--- src/rtl/snoop_cache_pkg.sv ---
package snoop_cache_pkg;

  typedef enum logic [1:0] {
    LINE_INV = 2'b00,
    LINE_SHR = 2'b01,
    LINE_EXC = 2'b10
  } lineState_t;

  typedef enum logic [1:0] {
    BUS_NONE   = 2'd0,
    BUS_RDMISS = 2'd1,
    BUS_WRMISS = 2'd2,
    BUS_WRBACK = 2'd3
  } busCmd_t;

  // strobes from the control FSM to the datapath
  typedef struct packed {
    logic install;     // load tag/state/word at the processor index
    logic installExc;  // installed line is exclusive (else shared)
    logic cpuWrite;    // store processor word on a write hit
    logic snpUpdate;   // change state of the snooped line
    logic snpToShared; // snooped line becomes shared (else invalid)
    logic selVictim;   // bus address/data come from the resident line
  } ctrlStrobe_t;

endpackage

--- src/rtl/snoop_cache_dp.sv ---
module snoop_cache_dp
  import snoop_cache_pkg::*;
#(
  parameter int ADDR_W = 8,
  parameter int IDX_W  = 2,
  parameter int DATA_W = 16
) (
  input  logic              clk,
  input  logic              rstN,
  input  ctrlStrobe_t       strobe,
  input  logic [ADDR_W-1:0] cpuAddr,
  input  logic [DATA_W-1:0] cpuWdata,
  input  logic [ADDR_W-1:0] snpAddr,
  input  logic [DATA_W-1:0] busDataIn,
  output lineState_t        cpuSt,
  output logic              cpuTagEq,
  output lineState_t        snpSt,
  output logic              snpTagEq,
  output logic [DATA_W-1:0] cpuRdata,
  output logic [DATA_W-1:0] snpData,
  output logic [ADDR_W-1:0] busAddrOut,
  output logic [DATA_W-1:0] busDataOut
);
  localparam int TAG_W = ADDR_W - IDX_W;
  localparam int LINES = 1 << IDX_W;

  lineState_t        stateArr [LINES];
  logic [TAG_W-1:0]  tagArr   [LINES];
  logic [DATA_W-1:0] dataArr  [LINES];

  logic [IDX_W-1:0] cpuIdx, snpIdx;
  logic [TAG_W-1:0] cpuTag, snpTag;

  assign cpuIdx = cpuAddr[IDX_W-1:0];
  assign cpuTag = cpuAddr[ADDR_W-1:IDX_W];
  assign snpIdx = snpAddr[IDX_W-1:0];
  assign snpTag = snpAddr[ADDR_W-1:IDX_W];

  for (genvar g = 0; g < LINES; g++) begin : gLine
    lineState_t        stQ;
    logic [TAG_W-1:0]  tagQ;
    logic [DATA_W-1:0] dataQ;
    logic              cpuSel, snpSel;

    assign cpuSel = (cpuIdx == IDX_W'(g));
    assign snpSel = (snpIdx == IDX_W'(g));

    always_ff @(posedge clk or negedge rstN) begin
      if (!rstN) begin
        stQ   <= LINE_INV;
        tagQ  <= '0;
        dataQ <= '0;
      end else begin
        if (strobe.snpUpdate && snpSel)
          stQ <= strobe.snpToShared ? LINE_SHR : LINE_INV;
        if (strobe.install && cpuSel) begin
          stQ   <= strobe.installExc ? LINE_EXC : LINE_SHR;
          tagQ  <= cpuTag;
          dataQ <= busDataIn;
        end else if (strobe.cpuWrite && cpuSel) begin
          dataQ <= cpuWdata;
        end
      end
    end

    assign stateArr[g] = stQ;
    assign tagArr[g]   = tagQ;
    assign dataArr[g]  = dataQ;
  end

  assign cpuSt    = stateArr[cpuIdx];
  assign cpuTagEq = (tagArr[cpuIdx] == cpuTag);
  assign snpSt    = stateArr[snpIdx];
  assign snpTagEq = (tagArr[snpIdx] == snpTag);
  assign cpuRdata = dataArr[cpuIdx];
  assign snpData  = dataArr[snpIdx];

  assign busAddrOut = strobe.selVictim ? {tagArr[cpuIdx], cpuIdx} : cpuAddr;
  assign busDataOut = strobe.selVictim ? dataArr[cpuIdx] : '0;

endmodule

--- src/rtl/snoop_cache_ctrl.sv ---
module snoop_cache_ctrl
  import snoop_cache_pkg::*;
(
  input  logic        clk,
  input  logic        rstN,
  input  logic        cpuReq,
  input  logic        cpuWe,
  input  lineState_t  cpuSt,
  input  logic        cpuTagEq,
  input  logic        snpValid,
  input  busCmd_t     snpCmd,
  input  lineState_t  snpSt,
  input  logic        snpTagEq,
  input  logic        busGnt,
  input  logic        busDone,
  output ctrlStrobe_t strobe,
  output logic        cpuReady,
  output logic        busReq,
  output busCmd_t     busCmd,
  output logic        snpSupply
);
  typedef enum logic [1:0] {PH_IDLE, PH_REQ, PH_WB, PH_MISS} phase_t;

  phase_t phQ, phNext;
  logic   localHit, snpMatch, snpWindow;

  assign localHit  = cpuTagEq && (cpuWe ? (cpuSt == LINE_EXC) : (cpuSt != LINE_INV));
  assign snpWindow = (phQ == PH_IDLE) || (phQ == PH_REQ);
  assign snpMatch  = snpValid && snpWindow && snpTagEq && (snpSt != LINE_INV);

  always_comb begin
    strobe    = '0;
    cpuReady  = 1'b0;
    busCmd    = BUS_NONE;
    snpSupply = 1'b0;
    phNext    = phQ;

    if (snpMatch) begin
      unique case (snpCmd)
        BUS_RDMISS: if (snpSt == LINE_EXC) begin
          snpSupply          = 1'b1;
          strobe.snpUpdate   = 1'b1;
          strobe.snpToShared = 1'b1;
        end
        BUS_WRMISS: begin
          snpSupply        = (snpSt == LINE_EXC);
          strobe.snpUpdate = 1'b1;
        end
        default: ;
      endcase
    end

    unique case (phQ)
      PH_IDLE: if (cpuReq && !snpValid) begin
        if (localHit) begin
          cpuReady        = 1'b1;
          strobe.cpuWrite = cpuWe;
        end else begin
          phNext = PH_REQ;
        end
      end
      PH_REQ: if (busGnt)
        phNext = (cpuSt == LINE_EXC && !cpuTagEq) ? PH_WB : PH_MISS;
      PH_WB: begin
        busCmd           = BUS_WRBACK;
        strobe.selVictim = 1'b1;
        if (busDone) phNext = PH_MISS;
      end
      PH_MISS: begin
        busCmd = cpuWe ? BUS_WRMISS : BUS_RDMISS;
        if (busDone) begin
          strobe.install    = 1'b1;
          strobe.installExc = cpuWe;
          phNext            = PH_IDLE;
        end
      end
      default: phNext = PH_IDLE;
    endcase
  end

  assign busReq = (phQ != PH_IDLE);

  always_ff @(posedge clk or negedge rstN) begin
    if (!rstN) phQ <= PH_IDLE;
    else       phQ <= phNext;
  end

endmodule

--- src/rtl/snoop_cache.sv ---
module snoop_cache
  import snoop_cache_pkg::*;
#(
  parameter int ADDR_W = 8,
  parameter int IDX_W  = 2,
  parameter int DATA_W = 16
) (
  input  logic              clk,
  input  logic              rstN,
  input  logic              cpuReq,
  input  logic              cpuWe,
  input  logic [ADDR_W-1:0] cpuAddr,
  input  logic [DATA_W-1:0] cpuWdata,
  output logic [DATA_W-1:0] cpuRdata,
  output logic              cpuReady,
  output logic              busReq,
  input  logic              busGnt,
  output logic [1:0]        busCmdOut,
  output logic [ADDR_W-1:0] busAddrOut,
  output logic [DATA_W-1:0] busDataOut,
  input  logic              busDone,
  input  logic [DATA_W-1:0] busDataIn,
  input  logic              snpValid,
  input  logic [1:0]        snpCmd,
  input  logic [ADDR_W-1:0] snpAddr,
  output logic              snpSupply,
  output logic [DATA_W-1:0] snpData
);
  ctrlStrobe_t strobe;
  lineState_t  cpuSt, snpSt;
  logic        cpuTagEq, snpTagEq;
  busCmd_t     busCmd;

  snoop_cache_dp #(.ADDR_W(ADDR_W), .IDX_W(IDX_W), .DATA_W(DATA_W)) u_dp (
    .clk(clk), .rstN(rstN), .strobe(strobe),
    .cpuAddr(cpuAddr), .cpuWdata(cpuWdata), .snpAddr(snpAddr), .busDataIn(busDataIn),
    .cpuSt(cpuSt), .cpuTagEq(cpuTagEq), .snpSt(snpSt), .snpTagEq(snpTagEq),
    .cpuRdata(cpuRdata), .snpData(snpData),
    .busAddrOut(busAddrOut), .busDataOut(busDataOut)
  );

  snoop_cache_ctrl u_ctrl (
    .clk(clk), .rstN(rstN), .cpuReq(cpuReq), .cpuWe(cpuWe),
    .cpuSt(cpuSt), .cpuTagEq(cpuTagEq),
    .snpValid(snpValid), .snpCmd(busCmd_t'(snpCmd)), .snpSt(snpSt), .snpTagEq(snpTagEq),
    .busGnt(busGnt), .busDone(busDone),
    .strobe(strobe), .cpuReady(cpuReady), .busReq(busReq), .busCmd(busCmd),
    .snpSupply(snpSupply)
  );

  assign busCmdOut = busCmd;

endmodule

--- config.mk ---
export PLATFORM = sky130hd
export DESIGN_NAME = snoop_cache
export DESIGN_NICKNAME = d
export VERILOG_FILES = /design/src/rtl/snoop_cache_pkg.sv /design/src/rtl/snoop_cache_dp.sv /design/src/rtl/snoop_cache_ctrl.sv /design/src/rtl/snoop_cache.sv
export SDC_FILE = /design/constraint.sdc
export NUM_CORES = 1
export LEC_CHECK = 0
export BUFFER_PORTS_ARGS = -buffer_cell sky130_fd_sc_hd__buf_4
export CAP_MARGIN = 10
export CORE_MARGIN = 2
export CORE_UTILIZATION = 60
export CTS_BUF_LIST = sky130_fd_sc_hd__clkbuf_4 sky130_fd_sc_hd__clkbuf_8
export CTS_CLUSTER_SIZE = 25
export DETAILED_ROUTE_END_ITERATION = 10
export PLACE_DENSITY_LB_ADDON = 0.05
export SYNTH_ARGS = -nofsm -noshare
export SYNTH_HDL_FRONTEND = slang
export SYNTH_SLANG_ARGS = --single-unit
--- constraint.sdc ---
create_clock -name clk -period 4.6 [get_ports clk]
set_input_delay 0.92 -clock clk [delete_from_list [all_inputs] [get_ports clk]]
set_output_delay 0.92 -clock clk [all_outputs]
set_load 0.05 [all_outputs]
==> impl_metrics.csv, run 1 <==
group,metric,value,unit
routing,via_per_inst,6.959,
critical_path,crit_path_end,"snpSupply",
yosys,ys_types,41,
routing,dr.first_iter.drc_count,899,
global_routing,grt.met3_usage,6.178,%
critical_path,worstPathRequired,3.68,ns
routing,ant_nets,0,
floorplan,die_h,111.2,um
yosys,yosysSeqAreaShare,35.54,%
global_routing,track_usage,36.59,%
cts,insertion_delay,0.39,ns
cts,numClockSinks,98,
job,maxCapViolations,0,
global_routing,grt_pass1_wl,35.91,mm
cts,cts-hold-fix-buffers,0,
yosys,async_reset_ff_share,100.0,%
layout,final_cell_mix,"139 x buf_4, 98 x dfrtp_1, 83 x nand2_1",
critical_path,path_cells,"buf_4, mux4_2, xor2_1, nor4_1, o21ai_1, nor4b_2, buf_4",
routing,totalWireLength,22.31,mm
sta,finalMaxSlewViolations,0,
layout,fin_cells,989,
placement,dp_slack,0.5708,ns
floorplan,die_area,12370,um^2
floorplan,coreArea,11320,um^2
critical_path,worstPathArrival,3.16,ns
global_routing,overflow,0,
sta,worst_slack,0.5237,ns
floorplan,pin_count,118,
critical_path,cp_top_family,"simple AND/OR/NAND/NOR gates",
sta,fin_crit,4.076,ns
critical_path,ff2ff_setup_slack,1.62,ns
yosys,synth_area,6900,um^2
critical_path,cp.depth,7,
routing,post_drt_wl_per_cell,22.56,um
cts,ctsResizeCount,0,
placement,hpwl,13.99,mm
cts,cts-root-buf,"clkbuf_8",
layout,layout.cells.most_common,"buf_4",
layout,nets,905,
yosys,synth-seq-cells,98,
critical_path,crit-reg2reg-launch,"u_dp.gLine[3].stQ[0]",
cts,cts_buffers,9,
yosys,synth_nets,835,
critical_path,cp_max_fo,15,
critical_path,crit_type,"primary input to output port",
cts,cts_buffer_depth,2,
sta,finalSetupViolations,0,
critical_path,crit_top_cell,"buf_4",
layout,drive_gt1_share,25.53,%
sta,fin_skew,0.01459,ns
routing,drtPass1Iterations,5,
sta,setup_tns,0,ns
routing,drc_errors,0,
placement,dp.cells,973,
placement,place_congestion,0.9399,
global_routing,grt_max_degree,79,
critical_path,r2r_cells,7,
floorplan,start_util,60.95,%
cts,cts_tree,"yes",
cts,path_clk_slew,0.09,ns
yosys,synth.avg_cell_area,8.950,um^2
layout,utilization,70.70,%
status,status,"complete, no violations",
cts,htreeDepth,3,
yosys,ys_dominant_reg_cell,"dfrtp_1",
placement,io_buffer_count,117,
sta,final-hold-violation-count,0,
critical_path,r2r-end,"u_dp.gLine[3].dataQ[1]",
sta,rsz0062_at_grt,"false",
sta,slew_headroom,18.75,%
yosys,synth-edff-count,0,
critical_path,crit_path_start_kind,"primary input",
cts,postCtsSetupRepairBufs,0,
power_and_ir_drop,p_leak,3.542,nW
sta,worst_pin_slew,1.219,ns
yosys,syn_inst,771,
global_routing,grt-busiest-layer,"met2",
yosys,synth_warnings,0,
routing,via_count,6882,
global_routing,use_met1,51.94,%
critical_path,critPathCaptureType,"output port",
sta,fmax,245.3,MHz
critical_path,max_stage_delay,0.56,ns
global_routing,antenna_found_initial,0,
critical_path,crit_start,"snpAddr[0]",
min_path,hp-class,"flip-flop to flip-flop",
critical_path,path_buf_inv,2,
power_and_ir_drop,p_per_area,640.0,nW/um^2
global_routing,grt_pass1_vias,6697,
critical_path,slowest_stage,"mux4_2",
sta,fin_hold_ws,0.5176,ns
global_routing,met2_usage,56.10,%
sta,period_share,88.62,%
layout,antenna_cells,0,
floorplan,die_w,111.2,um
power_and_ir_drop,peakVddDrop,0.5073,mV
layout,areaGrowthSynthToFinish,15.99,%
floorplan,fp-row-count,39,
-- cell families (layout without fill, tap and decap cells) --
family                     Yosys count  count (layout)  synth area share [%]
and+or+nand+nor                    302             302                 22.03
AOI/OAI and AO/OA                  202             202                 16.61
DFF                                 98              98                 35.54
buffers and inverters               90             165                 5.875
muxes                               59              59                 17.03
xor gates and xnor gates            13              13                 1.650
adders and majority gates            7               7                 1.269
-- area by class of cell --
class	count	area (um^2)
clock buffers	12	158.9
clock inverters	4	73.82
fillers	865	3317
inverters	10	37.54
multi-input cells	583	4059
flip-flops and latches	98	2452
well taps	143	178.9
repair buffers	139	1044
-- flip-flops by register name, summed over array words and instances (netlist names) --
name / flops
u_dp.gLine.stQ: 8
u_dp.gLine.dataQ: 64
u_dp.gLine.tagQ: 24
u_ctrl.phQ: 2
-- tightest hold or removal path, cell delays in order, from the launching register on --
cell and delay, ns:
dfrtp_1 0.37, nand2_1 0.05, nand2_1 0.06
-- metrics by stage --
stage	power, W	area (um^2)
final	0.005123	8004
after global routing	0.005365	8004
after CTS	0.005086	8004
after detailed placement	0.004417	7771
after global placement	0.004303	7771
after floorplan	0.003597	6907
-- metal layers --
metal,up-vias,part of all wire [%]
met5,-,0
met4,0,2.2
met3,46,10
met2,506,48
met1,3346,40
li1,2984,-
-- power by group --
| part | internal (W) | switching [W] | total [W] |
|---|---|---|---|
| Clock | 0.000343 | 0.000333 | 0.000676 |
| Sequential | 0.00128 | 0.000343 | 0.00162 |
| Combinational | 0.00106 | 0.00177 | 0.00283 |
| Total | 0.00268 | 0.00245 | 0.00512 |
-- Yosys cell counts, types with 15 or more instances --
| library cell | count | area share (%) |
|---|---|---|
| dfrtp_1 | 98 | 36 |
| nand2_1 | 83 | 4.5 |
| a31oi_1 | 64 | 5.8 |
| a21oi_1 | 50 | 3.6 |
| nor2_1 | 78 | 4.2 |
| nand4_1 | 19 | 1.7 |
| and4_1 | 16 | 2.0 |
| and3_1 | 52 | 4.7 |
| and2_1 | 17 | 1.5 |
| o21ai_0 | 66 | 4.8 |
| buf_2 | 15 | 1.1 |
| clkbuf_1 | 53 | 2.9 |
| mux4_2 | 46 | 15 |
-- worst min path at each step --
stage	from	endpoint	slack [ns]	cells after the start
floorplan	u_dp.gLine[2].tagQ[0]	u_dp.gLine[2].tagQ[0]	0.46	2
global placement	u_dp.gLine[3].tagQ[3]	u_dp.gLine[3].tagQ[3]	0.47	2
detailed placement	u_dp.gLine[3].tagQ[2]	u_dp.gLine[3].tagQ[2]	0.48	2
CTS	u_dp.gLine[3].tagQ[2]	u_dp.gLine[3].tagQ[2]	0.51	2
global route	u_dp.gLine[0].tagQ[0]	u_dp.gLine[0].tagQ[0]	0.53	2
finish	u_dp.gLine[3].tagQ[3]	u_dp.gLine[3].tagQ[3]	0.52	2
Power figures use the tool's default switching activity.
==> run 2: changes to the inputs <==
--- a/config.mk
+++ b/config.mk
@@ -5,6 +5,7 @@
 export SDC_FILE = /design/constraint.sdc
 export NUM_CORES = 1
 export LEC_CHECK = 0
+export ABC_AREA = 1
 export BUFFER_PORTS_ARGS = -buffer_cell sky130_fd_sc_hd__buf_4
 export CAP_MARGIN = 10
 export CORE_MARGIN = 2
==> impl_metrics.csv, run 2 <==
group,metric,value,unit
floorplan,fp-row-count,37,
min_path,hp-class,"flip-flop to flip-flop",
cts,htreeDepth,3,
job,maxCapViolations,0,
yosys,yosysMostFrequentCell,"nand2_1",
floorplan,die_h,108.0,um
sta,fin_skew,0.01298,ns
yosys,async_reset_ff_share,100.0,%
critical_path,crit-reg2reg-launch,"u_ctrl.phQ[0]",
cts,cts_buffers,9,
critical_path,critPathCaptureType,"output port",
critical_path,max_stage_delay,0.60,ns
critical_path,ff2ff_setup_slack,1.90,ns
cts,cts-root-buf,"clkbuf_8",
layout,nets,1133,
cts,cts-hold-fix-buffers,0,
layout,regMostFlops,"u_dp.gLine.dataQ",
layout,fill_cells,953,
yosys,synthTopCellsByCount,"413 x nand2_1, 113 x nand3_1, 106 x o21ai_0",
critical_path,worstPathArrival,2.88,ns
critical_path,crit_start,"snpAddr[0]",
routing,dr.first_iter.drc_count,755,
yosys,ys_types,30,
layout,drive_gt1_share,15.74,%
layout,final_cell_mix,"413 x nand2_1, 131 x buf_4, 113 x nand3_1",
floorplan,start_util,62.33,%
routing,totalWireLength,19.07,mm
global_routing,track_usage,33.79,%
yosys,yosys-top-cells-area,"dfrtp_1 38%, nand2_1 24%, nand3_1 8.7%",
cts,cts_buffer_depth,2,
yosys,syn_inst,982,
power_and_ir_drop,finalPower,0.004459,W
power_and_ir_drop,peakVddDrop,0.3971,mV
sta,rsz0062_at_grt,"false",
routing,post_drt_wl_per_cell,15.76,um
floorplan,die_area,11670,um^2
yosys,synth-seq-cells,98,
layout,top_regs,"u_dp.gLine.dataQ x64, u_dp.gLine.tagQ x24, u_dp.gLine.stQ x8",
sta,worst_pin_slew,1.010,ns
layout,areaGrowthSynthToFinish,16.82,%
layout,layout.cells.most_common,"nand2_1",
sta,fmax,263.4,MHz
floorplan,coreArea,10420,um^2
sta,finalMaxSlewViolations,0,
placement,dp_slack,0.8647,ns
critical_path,crit_path_end,"snpSupply",
placement,io_buffer_count,117,
sta,finalSetupViolations,0,
routing,drc_errors,0,
critical_path,crit_top_cell,"nand2_1",
yosys,synth-edff-count,0,
routing,drtPass1Iterations,8,
global_routing,grt_max_degree,73,
cts,ctsResizeCount,0,
layout,largest_register_ffs,64,
sta,period_share,82.53,%
cts,numClockSinks,98,
floorplan,pin_count,118,
power_and_ir_drop,p_leak,3.950,nW
critical_path,slowest_stage,"nor2_2",
min_path,worstHoldPathCells,2,
critical_path,crit_path_start_kind,"primary input",
global_routing,overflow,0,
sta,final-hold-violation-count,0,
global_routing,antenna_found_initial,0,
sta,slew_headroom,32.58,%
placement,hpwl,12.88,mm
cts,path_clk_slew,0.10,ns
yosys,synth_warnings,0,
routing,via_count,7024,
critical_path,path_cells,"buf_4, nor2_2, nand2_1, and2_1, nand2_1, o21ai_0, nor2_1, nand2_1, nor4_1, buf_4",
status,status,"complete, no violations",
yosys,synth_area,6492,um^2
sta,fin_crit,3.796,ns
cts,insertion_delay,0.38,ns
yosys,synth.avg_cell_area,6.611,um^2
global_routing,grt_pass1_wl,30.99,mm
sta,worst_slack,0.8037,ns
critical_path,crit_type,"primary input to output port",
floorplan,die_w,108.0,um
global_routing,grt_pass1_vias,6262,
routing,via_per_inst,5.805,
cts,cts_tree,"yes",
yosys,yosysSeqAreaShare,37.77,%
critical_path,cp_max_fo,15,
power_and_ir_drop,p_per_area,587.9,nW/um^2
critical_path,r2r_cells,9,
critical_path,worstPathRequired,3.68,ns
cts,postCtsSetupRepairBufs,0,
routing,ant_nets,0,
yosys,yosys.area.top_type,"dfrtp_1",
yosys,synth_nets,1046,
critical_path,r2r-end,"u_dp.gLine[3].stQ[0]",
layout,antenna_cells,0,
yosys,ys_dominant_reg_cell,"dfrtp_1",
yosys,synth_top_area_share,37.77,%
placement,place_congestion,0.9106,
sta,setup_tns,0,ns
==> run 2: cell types whose count changed in the layout (fill, tap and decap cells not counted), sizes merged, moves of 52 or more <==
cell / before / now
nand3: 7 / 113
and3: 52 / 0
inv: 10 / 66
nand2: 83 / 419
==> run 2: final cells by class <==
type | instances | area [um^2] | area share (%)
multi-input cells | 759 | 3496 | 46.09
flip-flops and latches | 98 | 2452 | 32.33
repair buffers | 132 | 1003 | 13.23
inverters | 69 | 259.0 | 3.415
well taps | 136 | 170.2 | 2.243
clock buffers | 10 | 137.6 | 1.815
clock inverters | 6 | 66.31 | 0.8743
==> run 2: cell families (layout without fill, tap and decap cells) <==
group,count (synthesis),count (layout),share of synthesized area (%)
buffers and inverters,125,217,8.614
DFF,98,98,37.77
AOI/OAI and AO/OA,184,184,16.48
xor gates and xnor gates,1,1,0.1349
and+or+nand+nor,567,567,35.65
adders and majority gates,7,7,1.349
==> run 2: worst min-delay path by stage <==
stage                            startpoint                       to  slack, ns
floorplan           u_dp.gLine[2].dataQ[12]  u_dp.gLine[2].dataQ[12]       0.46
global placement    u_dp.gLine[1].dataQ[11]  u_dp.gLine[1].dataQ[11]       0.48
detailed placement  u_dp.gLine[1].dataQ[11]  u_dp.gLine[1].dataQ[11]       0.48
CTS                  u_dp.gLine[2].dataQ[1]   u_dp.gLine[2].dataQ[1]       0.51
global route         u_dp.gLine[1].dataQ[5]   u_dp.gLine[1].dataQ[5]       0.53
finish               u_dp.gLine[2].dataQ[1]   u_dp.gLine[2].dataQ[1]       0.51
==> run 2: power breakdown <==
| part | total, W | switching [W] | internal [W] | leakage, nW |
|---|---|---|---|---|
| Combinational | 0.00226 | 0.00155 | 0.000710 | 2.61 |
| Clock | 0.000580 | 0.000314 | 0.000266 | 0.0945 |
| Sequential | 0.00162 | 0.000339 | 0.00128 | 1.25 |
| Total | 0.00446 | 0.00220 | 0.00225 | 3.95 |
==> run 2: layer usage <==
layer | wire length [um] | vias up | GRT usage (%)
met1 | 8022 | 3208 | 47.53
met3 | 1916 | 38 | 5.063
li1 | - | 3394 | -
met4 | 402 | 0 | 12.55
met2 | 8729 | 384 | 53.14
met5 | 0 | - | 0
==> run 2: stage by stage <==
stage / hold slack (ns) / area [um^2] / util, % / std cells
after CTS: 0.5084 / 7585 / 72.82 / 1210
final: 0.5080 / 7585 / 72.82 / 1210
after global routing: 0.5296 / 7585 / 72.82 / 1210
after global placement: 0.4787 / 7381 / 70.86 / 1194
after detailed placement: 0.4839 / 7381 / 70.86 / 1194
after floorplan: 0.4641 / 6492 / - / 982
==> run 2: worst max-delay path, delay by kind of cell <==
family	cells	cell delay [ns]
AND/OR/NAND/NOR	7	1.49
buffers and inverters	2	0.39
AO/OA/AOI/OAI	1	0.07
==> run 3: changes to the inputs <==
--- a/config.mk
+++ b/config.mk
@@ -9,7 +9,7 @@
 export BUFFER_PORTS_ARGS = -buffer_cell sky130_fd_sc_hd__buf_4
 export CAP_MARGIN = 10
 export CORE_MARGIN = 2
-export CORE_UTILIZATION = 60
+export CORE_UTILIZATION = 53
 export CTS_BUF_LIST = sky130_fd_sc_hd__clkbuf_4 sky130_fd_sc_hd__clkbuf_8
 export CTS_CLUSTER_SIZE = 25
 export DETAILED_ROUTE_END_ITERATION = 10
==> constraint.sdc (replaced) <==
create_clock -name clk -period 3.04 [get_ports clk]
set_input_delay 0.608 -clock clk [delete_from_list [all_inputs] [get_ports clk]]
set_output_delay 0.608 -clock clk [all_outputs]
set_load 0.05 [all_outputs]
==> impl_metrics.csv, run 3 (synthesis results as in run 2) <==
group,metric,value,unit
layout,areaGrowthSynthToFinish,18.87,%
placement,dp_slack,0.1977,ns
layout,drive_gt1_share,16.76,%
critical_path,ff2ff_setup_slack,0.85,ns
sta,final-hold-violation-count,0,
critical_path,worstPathRequired,2.43,ns
routing,via_count,6941,
floorplan,die_w,114.7,um
routing,dr.first_iter.drc_count,522,
sta,fin_hold_ws,0.2372,ns
power_and_ir_drop,p_leak,4.023,nW
critical_path,critPathCaptureType,"output port",
routing,post_drt_wl_per_cell,16.01,um
layout,layout.cells.most_common,"nand2_1",
cts,insertion_delay,0.39,ns
status,status,"complete, no violations",
routing,via_per_inst,5.629,
layout,multi_input_area,3511,um^2
floorplan,start_util,54.28,%
cts,ctsResizeCount,0,
placement,dp.cells,1217,
global_routing,grt_pass1_vias,6231,
power_and_ir_drop,combPwrFrac,51.7,%
layout,nets,1145,
global_routing,track_usage,31.21,%
critical_path,r2r_cells,14,
critical_path,crit_start,"snpAddr[0]",
layout,fin_cells,1233,
cts,path_clk_slew,0.08,ns
routing,ant_nets,0,
cts,cts-hold-fix-buffers,0,
critical_path,crit_path_start_kind,"primary input",
power_and_ir_drop,sequentialPowerShare,36.2,%
layout,fill_cells,1132,
placement,hpwl,13.63,mm
min_path,hp-class,"primary input to asynchronous set/reset pin",
routing,drtPass1Iterations,5,
sta,finalMaxSlewViolations,0,
routing,totalWireLength,19.74,mm
floorplan,fp-row-count,40,
power_and_ir_drop,clkPwrFrac,12.0,%
floorplan,coreArea,11960,um^2
critical_path,crit_type,"primary input to output port",
layout,top_regs,"u_dp.gLine.dataQ x64, u_dp.gLine.tagQ x24, u_dp.gLine.stQ x8",
floorplan,die_area,13150,um^2
critical_path,cp_max_fo,10,
critical_path,crit-reg2reg-launch,"u_dp.gLine[2].tagQ[1]",
sta,period_share,94.63,%
global_routing,grt_max_degree,54,
job,maxCapViolations,0,
layout,final_cell_mix,"413 x nand2_1, 140 x buf_4, 113 x nand3_1",
sta,setup_tns,0,ns
sta,slew_headroom,57.88,%
power_and_ir_drop,p_per_area,874.5,nW/um^2
critical_path,worstPathArrival,2.27,ns
critical_path,crit_path_end,"snpSupply",
sta,fin_crit,2.877,ns
cts,cts_buffer_depth,2,
placement,io_buffer_count,117,
layout,regArea,2452,um^2
global_routing,grt_pass1_wl,32.06,mm
floorplan,pin_count,118,
cts,postCtsSetupRepairBufs,0,
layout,antenna_cells,0,
sta,rsz0062_at_grt,"false",
cts,htreeDepth,3,
cts,numClockSinks,98,
global_routing,overflow,0,
power_and_ir_drop,p_sw,0.003357,W
sta,fin_skew,0.01682,ns
cts,cts-root-buf,"clkbuf_8",
floorplan,die_h,114.7,um
power_and_ir_drop,power.internal,0.003392,W
sta,fmax,347.6,MHz
global_routing,antenna_found_initial,0,
power_and_ir_drop,peakVddDrop,0.4933,mV
cts,cts_tree,"yes",
power_and_ir_drop,finalPower,0.006749,W
critical_path,r2r-end,"u_dp.gLine[2].dataQ[3]",
cts,cts_buffers,9,
routing,drc_errors,0,
power_and_ir_drop,p_sw_share,49.74,%
sta,finalSetupViolations,0,
sta,worst_slack,0.1632,ns
sta,worst_pin_slew,0.6319,ns
layout,largest_register_ffs,64,
layout,regMostFlops,"u_dp.gLine.dataQ",
placement,place_congestion,0.8962,
[run 3: cell count changes in the layout (fill, tap and decap cells not counted)]
cell / previous run / this run
buf_4: 131 / 140
bufinv_16: 1 / 0
clkinv_4: 1 / 0
nor4_4: 0 / 1
clkbuf_4: 0 / 2
nor4_1: 1 / 0
buf_12: 1 / 4
[run 3: how the worst min path moves through the flow]
stage | startpoint | end | depth (start not counted)
after global routing | rstN | u_dp.gLine[2].tagQ[5] | 1
after global placement | u_dp.gLine[1].dataQ[11] | u_dp.gLine[1].dataQ[11] | 2
after detailed placement | u_dp.gLine[1].dataQ[11] | u_dp.gLine[1].dataQ[11] | 2
after floorplan | rstN | u_ctrl.phQ[0] | 0
after CTS | rstN | u_dp.gLine[3].dataQ[11] | 1
final | rstN | u_dp.gLine[2].tagQ[1] | 1
[run 3: power groups by stage]
stage               Clock, W  Sequential (W)  Combinational [W]
floorplan                  0         0.00231            0.00255
global placement           0         0.00244            0.00344
detailed placement         0         0.00245            0.00349
CTS                 0.000826         0.00243            0.00350
global route        0.000876         0.00252            0.00382
finish              0.000812         0.00245            0.00349
[run 3: per-stage QoR]
stage	utilization, %	cell area (um^2)
after floorplan	-	6507
after global placement	63.01	7537
after detailed placement	63.01	7537
after CTS	64.52	7717
after global routing	64.52	7717
final	64.52	7717
[run 3: area by class of cell]
class / instances / share of cell area, %
clock buffer: 12 / 1.978
clock inverter: 4 / 0.3567
inverter: 69 / 3.356
multi-input combinational: 759 / 45.49
sequential: 98 / 31.78
tap: 147 / 2.383
timing repair buffer: 144 / 14.66
[run 3: critical path: stages]
cell,delay [ns]
buf_4,0.12
nor2_2,0.35
buf_4,0.27
nand2_1,0.06
o21ai_0,0.07
nor2_1,0.08
nand2_1,0.08
nand2_1,0.05
nor2_1,0.08
nand2_1,0.11
nor4_4,0.14
buf_4,0.23
[run 3: routing by layer]
layer  global-route usage (%)  routed length [um]  share of wire, %  up-vias
met5                    1.569                   0                 0        -
met4                    9.024                 288               1.5        0
met3                    4.076                1462               7.4       27
met2                    48.80                9044                46      300
met1                    45.35                8944                45     3199
li1                         -                   -                 -     3415
